--- config.mk ---
export PLATFORM = sky130hd
export DESIGN_NAME = sticky_tick_timer
export DESIGN_NICKNAME = d
export VERILOG_FILES = /design/src/rtl/stt_pkg.sv /design/src/rtl/stt_regs.sv /design/src/rtl/stt_count.sv /design/src/rtl/stt_flag.sv /design/src/rtl/sticky_tick_timer.sv
export SDC_FILE = /design/constraint.sdc
export NUM_CORES = 1
export LEC_CHECK = 0
export ABC_AREA = 1
export BUFFER_PORTS_ARGS = -buffer_cell sky130_fd_sc_hd__buf_4
export CORE_ASPECT_RATIO = 1.5
export CORE_UTILIZATION = 50
export DETAILED_ROUTE_END_ITERATION = 8
export PLACE_DENSITY = 0.8
export SLEW_MARGIN = 10
export SYNTH_ARGS = -nofsm -noshare
export SYNTH_HDL_FRONTEND = slang
export SYNTH_SLANG_ARGS = --single-unit
--- constraint.sdc ---
create_clock -name clk -period 4.6 [get_ports clk]
set_clock_uncertainty 0.05 [all_clocks]
set_input_delay 0.46 -clock clk [delete_from_list [all_inputs] [get_ports clk]]
set_output_delay 0.46 -clock clk [all_outputs]
set_load 0.03 [all_outputs]
--- src/rtl/stt_pkg.sv ---
package stt_pkg;
  localparam int ADDR_W = 2;

  typedef enum logic [ADDR_W-1:0] {
    A_CTRL   = 2'd0,
    A_PERIOD = 2'd1,
    A_DELAY  = 2'd2,
    A_STATUS = 2'd3
  } reg_addr_e;

  localparam int CTRL_RUN  = 0;
  localparam int CTRL_AUTO = 1;
  localparam int ST_FLAG   = 0;
  localparam int ST_OVR    = 1;
endpackage

--- src/rtl/stt_regs.sv ---
module stt_regs
  import stt_pkg::*;
#(
  parameter int DATA_W     = 32,
  parameter int CNT_W      = 16,
  parameter int DLY_W      = 8,
  parameter int PERIOD_RST = 1000
) (
  input  logic              clk,
  input  logic              rst,
  input  logic              wr_en,
  input  logic [ADDR_W-1:0] wr_addr,
  input  logic [DATA_W-1:0] wr_data,
  input  logic [ADDR_W-1:0] rd_addr,
  output logic [DATA_W-1:0] rd_data,
  input  logic              flag,
  input  logic              ovr,
  output logic              run,
  output logic              auto_en,
  output logic [CNT_W-1:0]  period,
  output logic [DLY_W-1:0]  dly,
  output logic              clr_flag,
  output logic              clr_ovr
);
  localparam logic [CNT_W-1:0] PERIOD_INIT = CNT_W'(PERIOD_RST);

  logic              status_wr;
  logic [DATA_W-1:0] rd_mux;
  logic              unused_wr;

  assign unused_wr = ^wr_data;
  assign status_wr = wr_en && (wr_addr == A_STATUS);
  assign clr_flag  = status_wr && wr_data[ST_FLAG];
  assign clr_ovr   = status_wr && wr_data[ST_OVR];

  always_ff @(posedge clk) begin
    if (rst) begin
      run     <= 1'b0;
      auto_en <= 1'b0;
      period  <= PERIOD_INIT;
      dly     <= DLY_W'(1);
    end else if (wr_en) begin
      case (wr_addr)
        A_CTRL: begin
          run     <= wr_data[CTRL_RUN];
          auto_en <= wr_data[CTRL_AUTO];
        end
        A_PERIOD: period <= wr_data[CNT_W-1:0];
        A_DELAY:  dly    <= wr_data[DLY_W-1:0];
        default:  ;
      endcase
    end
  end

  always_comb begin
    rd_mux = '0;
    case (rd_addr)
      A_CTRL: begin
        rd_mux[CTRL_RUN]  = run;
        rd_mux[CTRL_AUTO] = auto_en;
      end
      A_PERIOD: rd_mux[CNT_W-1:0] = period;
      A_DELAY:  rd_mux[DLY_W-1:0] = dly;
      default: begin
        rd_mux[ST_FLAG] = flag;
        rd_mux[ST_OVR]  = ovr;
      end
    endcase
  end

  always_ff @(posedge clk) begin
    if (rst) rd_data <= '0;
    else     rd_data <= rd_mux;
  end

  // a status read shows the flag one cycle after the address was applied
  a_r11_status_read: assert property (@(posedge clk) disable iff (rst)
    (rd_addr == A_STATUS) |=> (rd_data[ST_FLAG] == $past(flag)));
endmodule

--- src/rtl/stt_count.sv ---
module stt_count #(
  parameter int CNT_W = 16
) (
  input  logic             clk,
  input  logic             rst,
  input  logic             run,
  input  logic [CNT_W-1:0] period,
  output logic             match
);
  logic [CNT_W-1:0] cnt;
  logic [CNT_W-1:0] last;

  // A period of zero wraps at the full counter range
  assign last  = period - 1'b1;
  assign match = run && (cnt >= last);

  always_ff @(posedge clk) begin
    if (rst || !run) cnt <= '0;
    else if (match)  cnt <= '0;
    else             cnt <= cnt + 1'b1;
  end

  a_r8_stop_zero: assert property (@(posedge clk) disable iff (rst)
    !run |=> (cnt == '0));
  a_r1_wrap: assert property (@(posedge clk) disable iff (rst)
    match |=> (cnt == '0));
endmodule

--- src/rtl/stt_flag.sv ---
module stt_flag #(
  parameter int CNT_W = 16,
  parameter int DLY_W = 8
) (
  input  logic             clk,
  input  logic             rst,
  input  logic             match,
  input  logic             clr_flag,
  input  logic             clr_ovr,
  input  logic             auto_en,
  input  logic [DLY_W-1:0] dly,
  input  logic [CNT_W-1:0] period,
  output logic             flag,
  output logic             ovr
);
  logic [DLY_W-1:0] age;
  logic             ac_ok;

  // Auto-clear only when the delay is nonzero and shorter than the period
  assign ac_ok = auto_en && (dly != '0) &&
                 ((period == '0) || (CNT_W'(dly) < period));

  always_ff @(posedge clk) begin
    if (rst) begin
      flag <= 1'b0;
      age  <= '0;
    end else if (match) begin
      flag <= 1'b1;
      age  <= DLY_W'(1);
    end else if (clr_flag) begin
      flag <= 1'b0;
    end else if (flag && ac_ok && (age >= dly)) begin
      flag <= 1'b0;
    end else if (flag && (age != '1)) begin
      age <= age + 1'b1;
    end
  end

  always_ff @(posedge clk) begin
    if (rst)                ovr <= 1'b0;
    else if (match && flag) ovr <= 1'b1;
    else if (clr_ovr)       ovr <= 1'b0;
  end

  a_r7_match_wins: assert property (@(posedge clk) disable iff (rst)
    match |=> flag);
  a_r3_overrun: assert property (@(posedge clk) disable iff (rst)
    (match && flag) |=> ovr);
  a_r3_edge_from_match: assert property (@(posedge clk) disable iff (rst)
    $rose(flag) |-> $past(match));
  a_r2_sticky: assert property (@(posedge clk) disable iff (rst)
    (flag && !match && !clr_flag && !ac_ok) |=> flag);
  a_r6_clear: assert property (@(posedge clk) disable iff (rst)
    (clr_flag && !match) |=> !flag);
  a_r4_autoclear: assert property (@(posedge clk) disable iff (rst)
    (flag && ac_ok && !match && (age == dly)) |=> !flag);
endmodule

--- src/rtl/sticky_tick_timer.sv ---
module sticky_tick_timer
  import stt_pkg::*;
#(
  parameter int DATA_W     = 32,
  parameter int CNT_W      = 16,
  parameter int DLY_W      = 8,
  parameter int PERIOD_RST = 1000
) (
  input  logic              clk,
  input  logic              rst,
  input  logic              wr_en,
  input  logic [1:0]        wr_addr,
  input  logic [DATA_W-1:0] wr_data,
  input  logic [1:0]        rd_addr,
  output logic [DATA_W-1:0] rd_data,
  output logic              irq
);
  logic             run, auto_en, clr_flag, clr_ovr, match, flag, ovr;
  logic [CNT_W-1:0] period;
  logic [DLY_W-1:0] dly;

  stt_regs #(
    .DATA_W(DATA_W), .CNT_W(CNT_W), .DLY_W(DLY_W), .PERIOD_RST(PERIOD_RST)
  ) u_regs (
    .clk(clk), .rst(rst), .wr_en(wr_en), .wr_addr(wr_addr),
    .wr_data(wr_data), .rd_addr(rd_addr), .rd_data(rd_data),
    .flag(flag), .ovr(ovr), .run(run), .auto_en(auto_en),
    .period(period), .dly(dly), .clr_flag(clr_flag), .clr_ovr(clr_ovr)
  );

  stt_count #(.CNT_W(CNT_W)) u_count (
    .clk(clk), .rst(rst), .run(run), .period(period), .match(match)
  );

  stt_flag #(.CNT_W(CNT_W), .DLY_W(DLY_W)) u_flag (
    .clk(clk), .rst(rst), .match(match), .clr_flag(clr_flag),
    .clr_ovr(clr_ovr), .auto_en(auto_en), .dly(dly), .period(period),
    .flag(flag), .ovr(ovr)
  );

  assign irq = flag;

  a_r8_flag_kept_on_stop: assert property (@(posedge clk) disable iff (rst)
    (!run && !clr_flag && !(auto_en && dly != '0)) |=> (flag == $past(flag)));
endmodule

== Yosys cells after proc, flatten, opt, wreduce, memory -nomap -nowiden ==
Index checks and enable logic that the tools add are counted.

* Memories: 0
* Output and inout bits: 33
* ROM bits: 0
* Word-level logic and storage cells: 68
* Bits in latches: 0
* Input port bits: 39
* Register bits: 84
* RAM bits: 0

* $lt $le $gt $ge: 3
* Divide/modulo/power cells: 0
* Bitwise logic cells: 3
* Eq/ne operators: 8
* Muxes and demuxes: 11
* $mul: 0
* Shifts and indexed selects: 0
* Add/subtract/negate cells: 3
* Reductions and logical operators: 28

{| class="wikitable"
|+ Operators with widths
! cell !! count
|-
| $add A16 B1 Y16 const B || 1
|-
| $ge A16 B16 Y1 || 1
|-
| $logic_not A16 Y1 || 1
|-
| $lt A8 B16 Y1 || 1
|-
| $sub A16 B1 Y16 const B || 1
|-
| $pmux W6 S2 || 1
|-
| $logic_and A1 B1 Y1 || 10
|-
| $mux W1 || 9
|-
| $add A8 B1 Y8 const B || 1
|-
| $ge A8 B8 Y1 || 1
|-
| $ne A8 B8 Y1 const B || 1
|-
| $reduce_bool A8 Y1 || 1
|-
| $eq A2 B2 Y1 const B || 3
|-
| $pmux W2 S3 || 1
|-
| $reduce_and A2 Y1 || 3
|-
| $reduce_and A3 Y1 || 2
|-
| $reduce_or A2 Y1 || 3
|-
| $eq A2 B1 Y1 const B || 2
|-
| $logic_not A2 Y1 || 2
|-
| $ne A2 B1 Y1 const B || 2
|-
| $reduce_bool A2 Y1 || 2
|-
| $not A1 Y1 || 3
|-
| $reduce_bool A3 Y1 || 1
|-
| $logic_or A1 B1 Y1 || 2
|-
| $logic_not A1 Y1 || 1
|}

== Logic depth before layout (Yosys ltp) ==
Gate-level depths: netlist (run 1).

* Word-level depth: 8
* Mapped depth: 21
* Mapped depth without buffers: 21

== By module ==
From an unflattened synthesis (run 1), not the netlist that was laid out.

* Cell total of the unflattened synthesis: 619
* Area, all modules: 4379.2 um^2

{| class="wikitable"
|+ Modules (own cells, without submodules)
! module !! instances !! area each (um^2) !! cells each !! seq. area each (um^2)
|-
| stt_regs || 1 || 1799.2 || 246 || 840.8
|-
| stt_count || 1 || 1537.7 || 220 || 320.3
|-
| stt_flag || 1 || 1042.2 || 153 || 200.2
|}

== Worst setup path after synthesis (run 1) ==
No wires, ideal clock.

* Path kind: register to register
* From: register u_regs.period[2]
* To: register u_count.cnt[10]
* Period minus slack after synthesis: 2706 ps
* Arrival time: 2540 ps
* Stages on the path, launching flop included: 22
* Path buffers: 1
* Data required time: 4434 ps
* Slack: 1894 ps
* Setup time: 116 ps
* Cell sequence: dfxtp_1 inv_2 nand2_2 nor2_4 nand3_2 nor4_4 nand2_2 nor2_4 nand3_2 xor2_1 inv_1 ha_1 nand2_1 inv_1 nand3_1 nor3_1 nand3_1 nand3_1 nand2_2 nand3_2 buf_4 nor2_1

* Cells in the longest elaborated chain, start to end: 4

{| class="wikitable"
|+ Ends and longest elaborated chain
! what !! line !! text
|-
| from (decl) || stt_regs.sv:20 || <nowiki>output logic [CNT_W-1:0] period,</nowiki>
|-
| from (signal assigned) || stt_regs.sv:48 || <nowiki>A_PERIOD: period <= wr_data[CNT_W-1:0];</nowiki>
|-
| $sub A16 B1 Y16 || stt_count.sv:14 || <nowiki>assign last = period - 1'b1;</nowiki>
|-
| $ge A16 B16 Y1 || stt_count.sv:15 || <nowiki>assign match = run && (cnt >= last);</nowiki>
|-
| $logic_and A1 B1 Y1 || stt_count.sv:15 ||
|-
| $reduce_or A2 Y1 (no line) || n/a ||
|-
| to (signal assigned) || stt_count.sv:20 || <nowiki>else cnt <= cnt + 1'b1;</nowiki>
|-
| to (decl) || stt_count.sv:10 || <nowiki>logic [CNT_W-1:0] cnt;</nowiki>
|}

No other way between the ends.
A chain may end at the register's enable or synchronous reset.

== Final worst setup path (run 1) ==
* From: register u_regs.period[2]
* To: register u_count.cnt[4]

The elaborated chain is that of the path after synthesis.

==> impl_metrics.py, run 1 <==
metrics = {
    "synthesis": {
        "synth_compound_area_share_pct": 11.45,
        "ys_seq_area_share_pct": 34.41,
        "syn_area_um2": 3956,
        "synth-seq-cells": 68,
        "muxShareOfSynthArea_pct": 0,
        "synth_xor_area_share_pct": 7.527,
        "avgSynthCellArea_um2": 7.897,
        "synth_top_family_by_area": "simple AND/OR/NAND/NOR gates",
        "yosys.area_share.simple_pct": 23.94,
        "syn_inst": 501,
        "synth_fa_ha_area_share_pct": 12.02,
        "synth.distinct_cells": 31,
        "ys_warn_count": 0,
    },
    "cts": {
        "ctsHoldBuffers": 0,
        "cts_sinks": 68,
        "cts_setup_buffers": 0,
        "clock-root-buffer": "clkbuf_16",
        "cts_made_buffers": 9,
        "clk-insertion-delay-late_ns": 0.34,
        "cts_tree": "done",
        "clkTransAtPathRegs_ns": 0.06,
        "htree_levels": 3,
        "cts_max_path_buffers": 2,
        "cts.repair.resized": 0,
    },
    "timing": {
        "fin_setup_tns_ns": 0,
        "setup_viol": 0,
        "setup_ws_ns": 1.335,
        "relSlewSlack_pct": 39.66,
        "hold_ws_ns": 0.2314,
        "hold_viol_final": 0,
        "maxSlewViolCount": 0,
        "fmax_mhz": 306.2,
        "tightest_slew_ns": 0.9041,
        "fin_crit_sh_pct": 70.99,
        "rsz0062_at_grt": "no",
        "min_period_ns": 3.265,
    },
    "critical_path": {
        "worstReg2RegStart": "u_regs.period[2]",
        "arrival_ns": 3.47,
        "path_max_fanout": 16,
        "slowest_stage": "dfxtp_1",
        "crit_chain": "inv_2 -> nand2_2 -> nor2_4 -> nand3_2 -> nor4_4 -> nand2_2 -> nor2_4 -> nand3_2 -> xor2_1 -> inv_1 -> ha_1 -> nand2_1 -> inv_1 -> nand3_1 -> inv_1 -> a21oi_1 -> nand3_1 -> nand2_2 -> nand3_2 -> nor2_1",
        "r2r_cells": 20,
        "r2r_slack_ns": 1.33,
        "cpPeakStageDelay_ns": 0.36,
        "path_class": "register to register",
        "required_ns": 4.81,
        "cp-start-kind": "register",
        "r2r_end": "u_count.cnt[4]",
        "critPathLaunch": "u_regs.period[2]",
        "worst_setup_path_end_kind": "register",
    },
    "detailed_routing": {
        "wl_mm": 8.407,
        "via_per_inst": 5.068,
        "first_iter_violations": 143,
        "first_pass_iters": 4,
        "vias": 3279,
        "drtAntennaViolNets": 0,
        "drc": 0,
        "wl_per_cell_um": 12.99,
    },
    "floorplan": {
        "pin_count": 72,
        "die_h_um": 110.9,
        "initial_core_util_pct": 51.64,
        "fp.dieArea_um2": 8280,
        "fp-row-count": 39,
        "core_area_um2": 7661,
        "chipWidth_um": 74.63,
    },
    "pwr": {
        "irDropWorstVdd_v": 0.0002569,
        "power.density_nw_per_um2": 340.3,
        "power.leakage_nw": 2.086,
    },
    "min_path": {
        "hold_depth": 2,
        "holdCritStartpoint": "rst",
        "hold_path_end": "u_flag.ovr",
        "hold_class": "input port to register",
    },
    "placed_design": {
        "pre_cts_slack_ns": 1.366,
        "place_inst": 631,
        "portBuffers": 39,
        "gp_congestion": 0.8753,
        "dp_hpwl_mm": 6.543,
    },
    "final_layout": {
        "seqCellArea_um2": 1361,
        "fillers": 669,
        "syn_to_final_growth_pct": 16.79,
        "layout.cells.non_filler": 647,
        "multi_input_area_um2": 2233,
        "nets": 617,
        "diodes": 0,
        "final_layout_size_suffix_gt1_share_pct": 17.80,
    },
    "global_route": {
        "grt_usage_pct": 22.70,
        "grt_pass1_wl_mm": 14.28,
        "grt_overflow": 0,
        "grt_max_degree": 34,
        "grt_pass1_vias": 3246,
        "grt_antenna_before_repair": 0,
    },
    "flow_run": {
        "drv_cap": 0,
    },
    "status": {
        "status": "completed",
    },
}
==> layout by cell type (no fill, tap or decap), drive strengths merged, types with 3 or more instances in the layout <==
master / netlist / routed
o21ai: 25 / 25
xor2: 25 / 25
clkbuf: 6 / 10
nand4: 14 / 14
ha: 38 / 38
conb: 1 / 16
nor2: 53 / 53
dfxtp: 68 / 68
xnor2: 9 / 9
a21oi: 48 / 48
nor3: 8 / 8
bufinv: 0 / 3
inv: 66 / 66
o211ai: 8 / 8
nand3: 22 / 22
buf: 21 / 40
nand2: 83 / 83
==> Yosys cell counts, drive strengths merged <==
cell type	n	area share [%]
nand2	83	8.2
dfxtp	68	34
inv	66	6.3
nor2	53	6.2
a21oi	48	6.1
ha	38	12
o21ai	25	3.2
xor2	25	5.5
nand3	22	4.6
buf	21	3.7
nand4	14	2.2
xnor2	9	2.0
nor3	8	1.7
o211ai	8	1.5
clkbuf	6	0.57
a31oi	2	0.32
o21a	2	0.38
conb	1	0.095
nand3b	1	0.51
nor4	1	0.54
==> stage by stage <==
stage / area, um2 / total power, mW / util (%)
after floorplan: 4013 / 0.7467 / -
after global placement: 4270 / 0.7792 / 55.74
after detailed placement: 4270 / 0.7849 / 55.74
after CTS: 4621 / 1.583 / 60.31
after global routing: 4621 / 1.627 / 60.31
final: 4621 / 1.572 / 60.31
==> layout make-up <==
type / instances / share of cell area [%]
timing repair buffer: 40 / 6.499
clock inverter: 6 / 2.410
inverter: 66 / 5.362
tap: 102 / 2.762
multi-input combinational: 355 / 48.33
sequential: 68 / 29.46
clock buffer: 10 / 5.172
==> critical path: cells and delay by family (launching register included) <==
| family | cells | cell delay (ns) |
|---|---|---|
| AO/OA/AOI/OAI | 1 | 0.14 |
| adder cells (fa/ha/maj) | 1 | 0.28 |
| flip-flops | 1 | 0.36 |
| XOR/XNOR | 1 | 0.15 |
| AND/OR/NAND/NOR | 13 | 1.96 |
| buffers and inverters | 4 | 0.25 |
==> cells by family (layout without fill, tap and decap cells) <==
family / after synthesis / count (layout)
buffers and inverters: 93 / 122
other: 1 / 16
adders and majority gates: 38 / 38
xor gates and xnor gates: 34 / 34
and+or+nand+nor: 182 / 182
AOI/OAI and AO/OA: 85 / 85
DFF: 68 / 68
==> routing by layer <==
layer / part of all wire (%) / up-vias / track usage, % / wire [um]
met5: 0 / - / 0 / 0
met4: 2.4 / 0 / 9.811 / 199
met3: 3.6 / 17 / 5.455 / 301
met2: 57 / 62 / 42.04 / 4797
met1: 37 / 1517 / 22.87 / 3108
li1: - / 1683 / - / -
==> sequential cells by signal (all words and copies together) (netlist names) <==
name	cells
u_regs.auto_en	1
u_flag.age	8
u_regs.run	1
u_regs.period	16
u_regs.rd_data	16
u_flag.ovr	1
u_count.cnt	16
u_flag.flag	1
u_regs.dly	8
==> power breakdown <==
| group | leakage, nW | internal [mW] | switching [mW] |
|---|---|---|---|
| Clock | 0.169 | 0.543 | 0.256 |
| Combinational | 1.37 | 0.0522 | 0.103 |
| Sequential | 0.552 | 0.606 | 0.0130 |
==> how the worst max path moves through the flow <==
stage	to	slack (ns)
floorplan	u_count.cnt[10]	1.89
global placement	u_count.cnt[15]	1.48
detailed placement	u_count.cnt[4]	1.37
CTS	u_count.cnt[4]	1.31
global route	u_count.cnt[5]	1.02
finish	u_count.cnt[4]	1.33
Note: power is estimated with default switching activity, not from simulation.
==> inputs of run 2 (changes only) <==
Settings changed: ABC_AREA 1 to 0, PLACE_DENSITY 0.8 to 0.83.
Clock period 4.6 ns to 2.9 ns, I/O delays scaled along.
==> impl_metrics.py, run 2 <==
metrics = {
    "critical_path": {
        "critPathBufInv": 1,
        "r2r_end": "u_count.cnt[13]",
        "crit_path_end": "u_count.cnt[13]",
        "path_class": "register to register",
        "arrival_ns": 3.59,
        "crit_chain": "or4_4 -> nor3_4 -> nand3_4 -> nor4_4 -> xnor2_1 -> ha_1 -> a21oi_2 -> o21ai_2 -> nand3b_1 -> a41oi_2 -> o211ai_1 -> buf_4 -> nor2_1",
        "worst_setup_path_end_kind": "register",
        "critPathLaunch": "u_regs.period[5]",
        "crit_cells": 13,
        "cp-start-kind": "register",
        "r2r_cells": 13,
        "cp_top_family": "simple AND/OR/NAND/NOR gates",
        "slowest_stage": "or4_4",
        "path_max_fanout": 8,
        "worstReg2RegStart": "u_regs.period[5]",
        "cpPeakStageDelay_ns": 0.57,
        "r2r_slack_ns": -0.46,
        "required_ns": 3.13,
    },
    "global_route": {
        "grt_overflow": 0,
        "grt_max_degree": 27,
        "grt_usage_pct": 25.06,
        "grt_antenna_before_repair": 0,
        "grt_pass1_vias": 3335,
        "grt_pass1_wl_mm": 15.21,
    },
    "timing": {
        "fin_setup_tns_ns": -9.945,
        "maxSlewViolCount": 0,
        "min_period_ns": 3.356,
        "rsz0062_at_grt": "yes",
        "tightest_slew_ns": 0.6933,
        "relSlewSlack_pct": 53.64,
        "hold_ws_ns": 0.1161,
        "fmax_mhz": 298.0,
        "setup_viol": 26,
        "hold_viol_final": 0,
        "fin_crit_sh_pct": 115.7,
        "setup_ws_ns": -0.4559,
    },
    "placed_design": {
        "gp_congestion": 0.8859,
        "portBuffers": 39,
        "postPlaceCellArea_um2": 4302,
        "dp_hpwl_mm": 6.989,
        "pre_cts_slack_ns": -0.2999,
        "place_inst": 608,
    },
    "status": {
        "violations": "setup timing",
        "status": "finished, violations left",
    },
    "final_layout": {
        "syn_to_final_growth_pct": 22.98,
        "post-route-util_pct": 64.64,
        "nets": 608,
        "top_regs": "u_count.cnt: 16 flops, u_regs.period: 16 flops, u_regs.rd_data: 16 flops",
        "multi_input_area_um2": 2412,
        "final_cell_mix": "buf_4, dfxtp_1, nand2_1, nor2_1, ha_1",
        "diodes": 0,
        "final_layout_size_suffix_gt1_share_pct": 22.76,
        "mostFrequentLayoutCell": "buf_4",
        "seqCellArea_um2": 1364,
        "fillers": 603,
        "layout.cells.non_filler": 636,
        "stdcell_area_um2": 4733,
    },
    "synthesis": {
        "syn_area_um2": 3849,
        "ys.flop_type": "dfxtp_1",
        "yosysMostFrequentCell": "dfxtp_1",
        "synth_edf_count": 0,
        "syn_inst": 467,
        "netlist.area_leader.share_pct": 35.37,
        "avgSynthCellArea_um2": 8.241,
        "synth_top_cell_by_area": "dfxtp_1",
        "synth.distinct_cells": 53,
        "yosys-top-cells-count": "dfxtp_1, nand2_1, nor2_1",
        "ys_seq_area_share_pct": 35.37,
        "ys_warn_count": 0,
        "synthTopCellsByArea": "dfxtp_1, ha_1, nand2_1",
        "synth-seq-cells": 68,
        "synthArstFlopShare_pct": 0,
    },
    "pwr": {
        "p_sw_mw": 0.5145,
        "finalPower_mw": 1.967,
        "power_frac_clock_pct": 39.7,
        "power.density_nw_per_um2": 415.6,
        "power.leakage_nw": 1.998,
        "irDropWorstVdd_v": 0.0002488,
        "p_seq_share_pct": 49.3,
        "internal_power_mw": 1.453,
        "swShare_pct": 26.15,
        "p_comb_share_pct": 11.0,
    },
    "floorplan": {
        "initial_core_util_pct": 52.56,
        "core_area_um2": 7322,
        "chipWidth_um": 73.64,
        "pin_count": 72,
        "die_h_um": 109.5,
        "fp.dieArea_um2": 8060,
        "fp-row-count": 38,
    },
    "cts": {
        "clkTransAtPathRegs_ns": 0.07,
        "ctsHoldBuffers": 0,
        "htree_levels": 3,
        "clk-insertion-delay-late_ns": 0.35,
        "cts_made_buffers": 9,
        "cts_tree": "done",
        "cts_sinks": 68,
        "clock-root-buffer": "clkbuf_8",
        "cts_max_path_buffers": 2,
    },
    "detailed_routing": {
        "first_pass_iters": 4,
        "first_iter_violations": 180,
        "drc": 0,
        "drtAntennaViolNets": 0,
        "via_per_inst": 5.624,
        "wl_per_cell_um": 15.72,
        "vias": 3577,
        "wl_mm": 9.999,
    },
    "flow_run": {
        "drv_cap": 0,
    },
    "min_path": {
        "hold_class": "input port to register",
    },
}
-- run 2: changes by cell type in the layout (fill, tap and decap cells not counted), sizes merged, moves of 12 or more --
cell / delta
nand2: -24
inv: -38
o21ai: -12
xor2: -14
buf: +29
a21oi: -15
-- run 2: cell families (layout without fill, tap and decap cells) --
family,after synthesis,count (layout),synth area share (%)
AND/OR/NAND/NOR,191,191,24.64
multiplexers,1,1,0.2601
buffers and inverters,59,113,7.705
XOR/XNOR,28,28,6.372
adder cells (fa/ha/maj),38,38,12.35
flip-flops,68,68,35.37
other,1,16,0.09744
AO/OA/AOI/OAI,81,81,13.20
-- run 2: how the worst min path moves through the flow --
| stage | start | to | slack (ns) | cells past startpoint |
|---|---|---|---|---|
| 2_1_floorplan | wr_data[0] | u_regs.dly[0] | 0.36 | 2 |
| 3_3_place_gp | u_flag.ovr | u_flag.ovr | 0.41 | 2 |
| 3_5_place_dp | u_flag.ovr | u_flag.ovr | 0.41 | 2 |
| 4_1_cts | wr_data[9] | u_regs.period[9] | 0.10 | 3 |
| 5_1_grt | wr_data[9] | u_regs.period[9] | 0.11 | 3 |
| 6_report | wr_data[9] | u_regs.period[9] | 0.12 | 3 |
-- run 2: final cells by class --
cell class | instances | area share (%)
multi-input cells | 355 | 50.96
inverters | 28 | 2.220
clock buffers | 10 | 2.908
well taps | 100 | 2.643
clock inverters | 6 | 1.348
repair buffers | 69 | 11.10
flip-flops and latches | 68 | 28.81
-- run 2: what timing repair did --
item                                    in CTS  in global routing
pin swaps                                    2                 15
buffers inserted                             2                  9
resized for setup                            8                 27
endpoints found under the setup margin      26                 26
gates cloned                                 0                  1
-- run 2: worst register-to-register path, delay by kind of cell (launching register included) --
kind,cells,cell delay [ns]
AO/OA/AOI/OAI,4,0.73
XOR/XNOR,1,0.11
adder cells (fa/ha/maj),1,0.34
buffers and inverters,1,0.26
flip-flops,1,0.32
AND/OR/NAND/NOR,6,1.48
-- run 2: metal layers --
| metal | up-vias | GRT usage [%] | part of all wire, % |
|---|---|---|---|
| li1 | 1717 | - | - |
| met1 | 1698 | 26.12 | 37 |
| met2 | 126 | 46.33 | 54 |
| met3 | 36 | 5.408 | 4.4 |
| met4 | 0 | 12.36 | 4.0 |
| met5 | - | 0 | 0 |
-- run 2: power by group through the flow --
stage | Combinational (mW) | Clock (mW) | Sequential, mW
6_report | 0.217 | 0.780 | 0.970
5_1_grt | 0.237 | 0.841 | 0.972
4_1_cts | 0.206 | 0.787 | 0.969
3_5_place_dp | 0.203 | 0 | 0.990
3_3_place_gp | 0.198 | 0 | 0.990
2_1_floorplan | 0.138 | 0 | 0.996
==> inputs of run 3 (changes only) <==
Settings changed: CELL_PAD_IN_SITES_DETAIL_PLACEMENT from default to 1, CELL_PAD_IN_SITES_GLOBAL_PLACEMENT from default to 2, CORE_ASPECT_RATIO 1.5 to default, CORE_UTILIZATION 50 to 29, PLACE_DENSITY 0.83 to 0.82.
==> impl_metrics.py, run 3 (synthesis results as in run 2) <==
metrics = {
    "pwr": {
        "power.leakage_nw": 2.069,
        "irDropWorstVdd_v": 0.0002170,
        "internal_power_mw": 1.769,
        "p_seq_share_pct": 42.0,
        "p_sw_mw": 0.5445,
        "power.density_nw_per_um2": 474.0,
        "swShare_pct": 23.54,
        "power_frac_clock_pct": 48.5,
        "p_comb_share_pct": 9.5,
    },
    "timing": {
        "setup_ws_ns": -0.2675,
        "tightest_slew_ns": 0.7277,
        "setup_viol": 26,
        "hold_ws_ns": 0.1339,
        "rsz0062_at_grt": "yes",
        "min_period_ns": 3.168,
        "fin_crit_sh_pct": 109.2,
        "relSlewSlack_pct": 51.34,
        "hold_viol_final": 0,
        "fmax_mhz": 315.7,
        "maxSlewViolCount": 0,
    },
    "cts": {
        "cts_tree": "done",
        "cts_sinks": 68,
        "clock-root-buffer": "clkbuf_16",
        "clkTransAtPathRegs_ns": 0.05,
        "ctsHoldBuffers": 0,
        "clk-insertion-delay-late_ns": 0.34,
        "htree_levels": 3,
        "cts_made_buffers": 9,
        "cts_max_path_buffers": 2,
    },
    "final_layout": {
        "fillers": 1500,
        "syn_to_final_growth_pct": 26.79,
        "seqCellArea_um2": 1363,
        "nets": 606,
        "diodes": 0,
        "top_regs": "u_count.cnt: 16 flops, u_regs.period: 16 flops, u_regs.rd_data: 16 flops",
        "mostFrequentLayoutCell": "dfxtp_1",
        "final_cell_mix": "dfxtp_1, buf_4, nand2_1, nor2_1, ha_1",
        "multi_input_area_um2": 2386,
        "final_layout_size_suffix_gt1_share_pct": 19.89,
        "layout.cells.non_filler": 705,
        "post-route-util_pct": 38.20,
    },
    "placed_design": {
        "pre_cts_slack_ns": -0.4940,
        "gp_congestion": 0.8272,
        "place_inst": 685,
        "dp_hpwl_mm": 8.339,
        "portBuffers": 39,
    },
    "floorplan": {
        "core_area_um2": 12770,
        "pin_count": 72,
        "fp-row-count": 41,
        "initial_core_util_pct": 30.13,
        "chipWidth_um": 117.2,
        "fp.dieArea_um2": 13740,
        "die_h_um": 117.2,
    },
    "min_path": {
        "holdCritStartpoint": "wr_data[8]",
        "hold_class": "input port to register",
        "hold_depth": 3,
    },
    "global_route": {
        "grt_max_degree": 27,
        "grt_overflow": 0,
        "grt_antenna_before_repair": 0,
        "grt_usage_pct": 17.30,
        "grt_pass1_vias": 3561,
        "grt_pass1_wl_mm": 17.83,
    },
    "critical_path": {
        "arrival_ns": 3.33,
        "r2r_cells": 13,
        "critPathLaunch": "u_regs.period[4]",
        "worst_setup_path_end_kind": "register",
        "path_max_fanout": 4,
        "crit_path_end": "u_flag.age[5]",
        "path_class": "register to register",
        "r2r_end": "u_flag.age[5]",
        "cp-start-kind": "register",
        "r2r_slack_ns": -0.27,
        "required_ns": 3.06,
        "worstReg2RegStart": "u_regs.period[4]",
    },
    "detailed_routing": {
        "wl_met3_um": 258,
        "first_iter_violations": 122,
        "m1WireLength_mm": 4.981,
        "via_per_inst": 4.885,
        "wl_mm": 10.88,
        "wl_per_cell_um": 15.43,
        "dr_wl_met2_mm": 5.433,
        "vias": 3444,
        "top_layer": "met4",
        "first_pass_iters": 4,
        "drtAntennaViolNets": 0,
        "drc": 0,
    },
    "status": {
        "status": "finished, violations left",
        "violations": "setup timing",
    },
    "flow_run": {
        "drv_cap": 0,
    },
}
[run 3: power by group through the flow]
| stage | combinational [mW] | clock, mW | sequential (mW) |
|---|---|---|---|
| 6_report | 0.220 | 1.12 | 0.972 |
| 2_1_floorplan | 0.138 | 0 | 0.996 |
| 5_1_grt | 0.242 | 1.19 | 0.973 |
| 3_5_place_dp | 0.216 | 0 | 0.991 |
| 3_3_place_gp | 0.210 | 0 | 0.990 |
| 4_1_cts | 0.220 | 1.15 | 0.971 |
[run 3: area by class of cell]
class | count | share of cell area, %
multi-input combinational | 355 | 48.90
timing repair buffer | 67 | 10.38
clock inverter | 1 | 0.6154
sequential | 68 | 27.92
tap | 172 | 4.410
inverter | 28 | 2.154
clock buffer | 14 | 5.615
[run 3: per-stage QoR]
stage               area (um2)  setup TNS, ns  total power [mW]
detailed placement        4429         -7.653             1.206
finish                    4880         -5.549             2.313
global placement          4429         -4.042             1.200
floorplan                 3944         -1.754             1.134
CTS                       4830         -4.740             2.339
global route              4880         -9.778             2.408
[run 3: worst min-delay path by stage]
stage / to / slack (ns)
2_1_floorplan: u_regs.dly[0] / 0.36
3_3_place_gp: u_flag.ovr / 0.41
3_5_place_dp: u_flag.ovr / 0.43
4_1_cts: u_regs.period[8] / 0.12
5_1_grt: u_regs.period[8] / 0.12
6_report: u_regs.period[8] / 0.13
[run 3: critical path, stage by stage (launching register included)]
cell      delay (ns)
dfxtp_2         0.32
or4_4           0.58
nor3_4          0.19
buf_4           0.15
nor3b_4         0.23
xnor2_2         0.10
ha_1            0.31
a21oi_1         0.07
o21a_1          0.21
nand3b_1        0.10
a41oi_2         0.05
buf_4           0.17
or3_4           0.37
nor4b_4         0.15
[run 3: per-layer routing]
layer,vias up,global-route usage [%]
met5,-,0
met4,0,6.498
met3,13,3.862
met2,40,29.92
met1,1679,20.87
li1,1712,-
[run 3: what timing repair did]
| action | in CTS | in global routing |
|---|---|---|
| setup buffers | 4 | 0 |
| endpoints found under the setup margin | 26 | 26 |
| resized for setup | 14 | 8 |
| pin swaps | 2 | 1 |
| gates cloned | 1 | 0 |
| hold endpoints to repair | 0 | 0 |
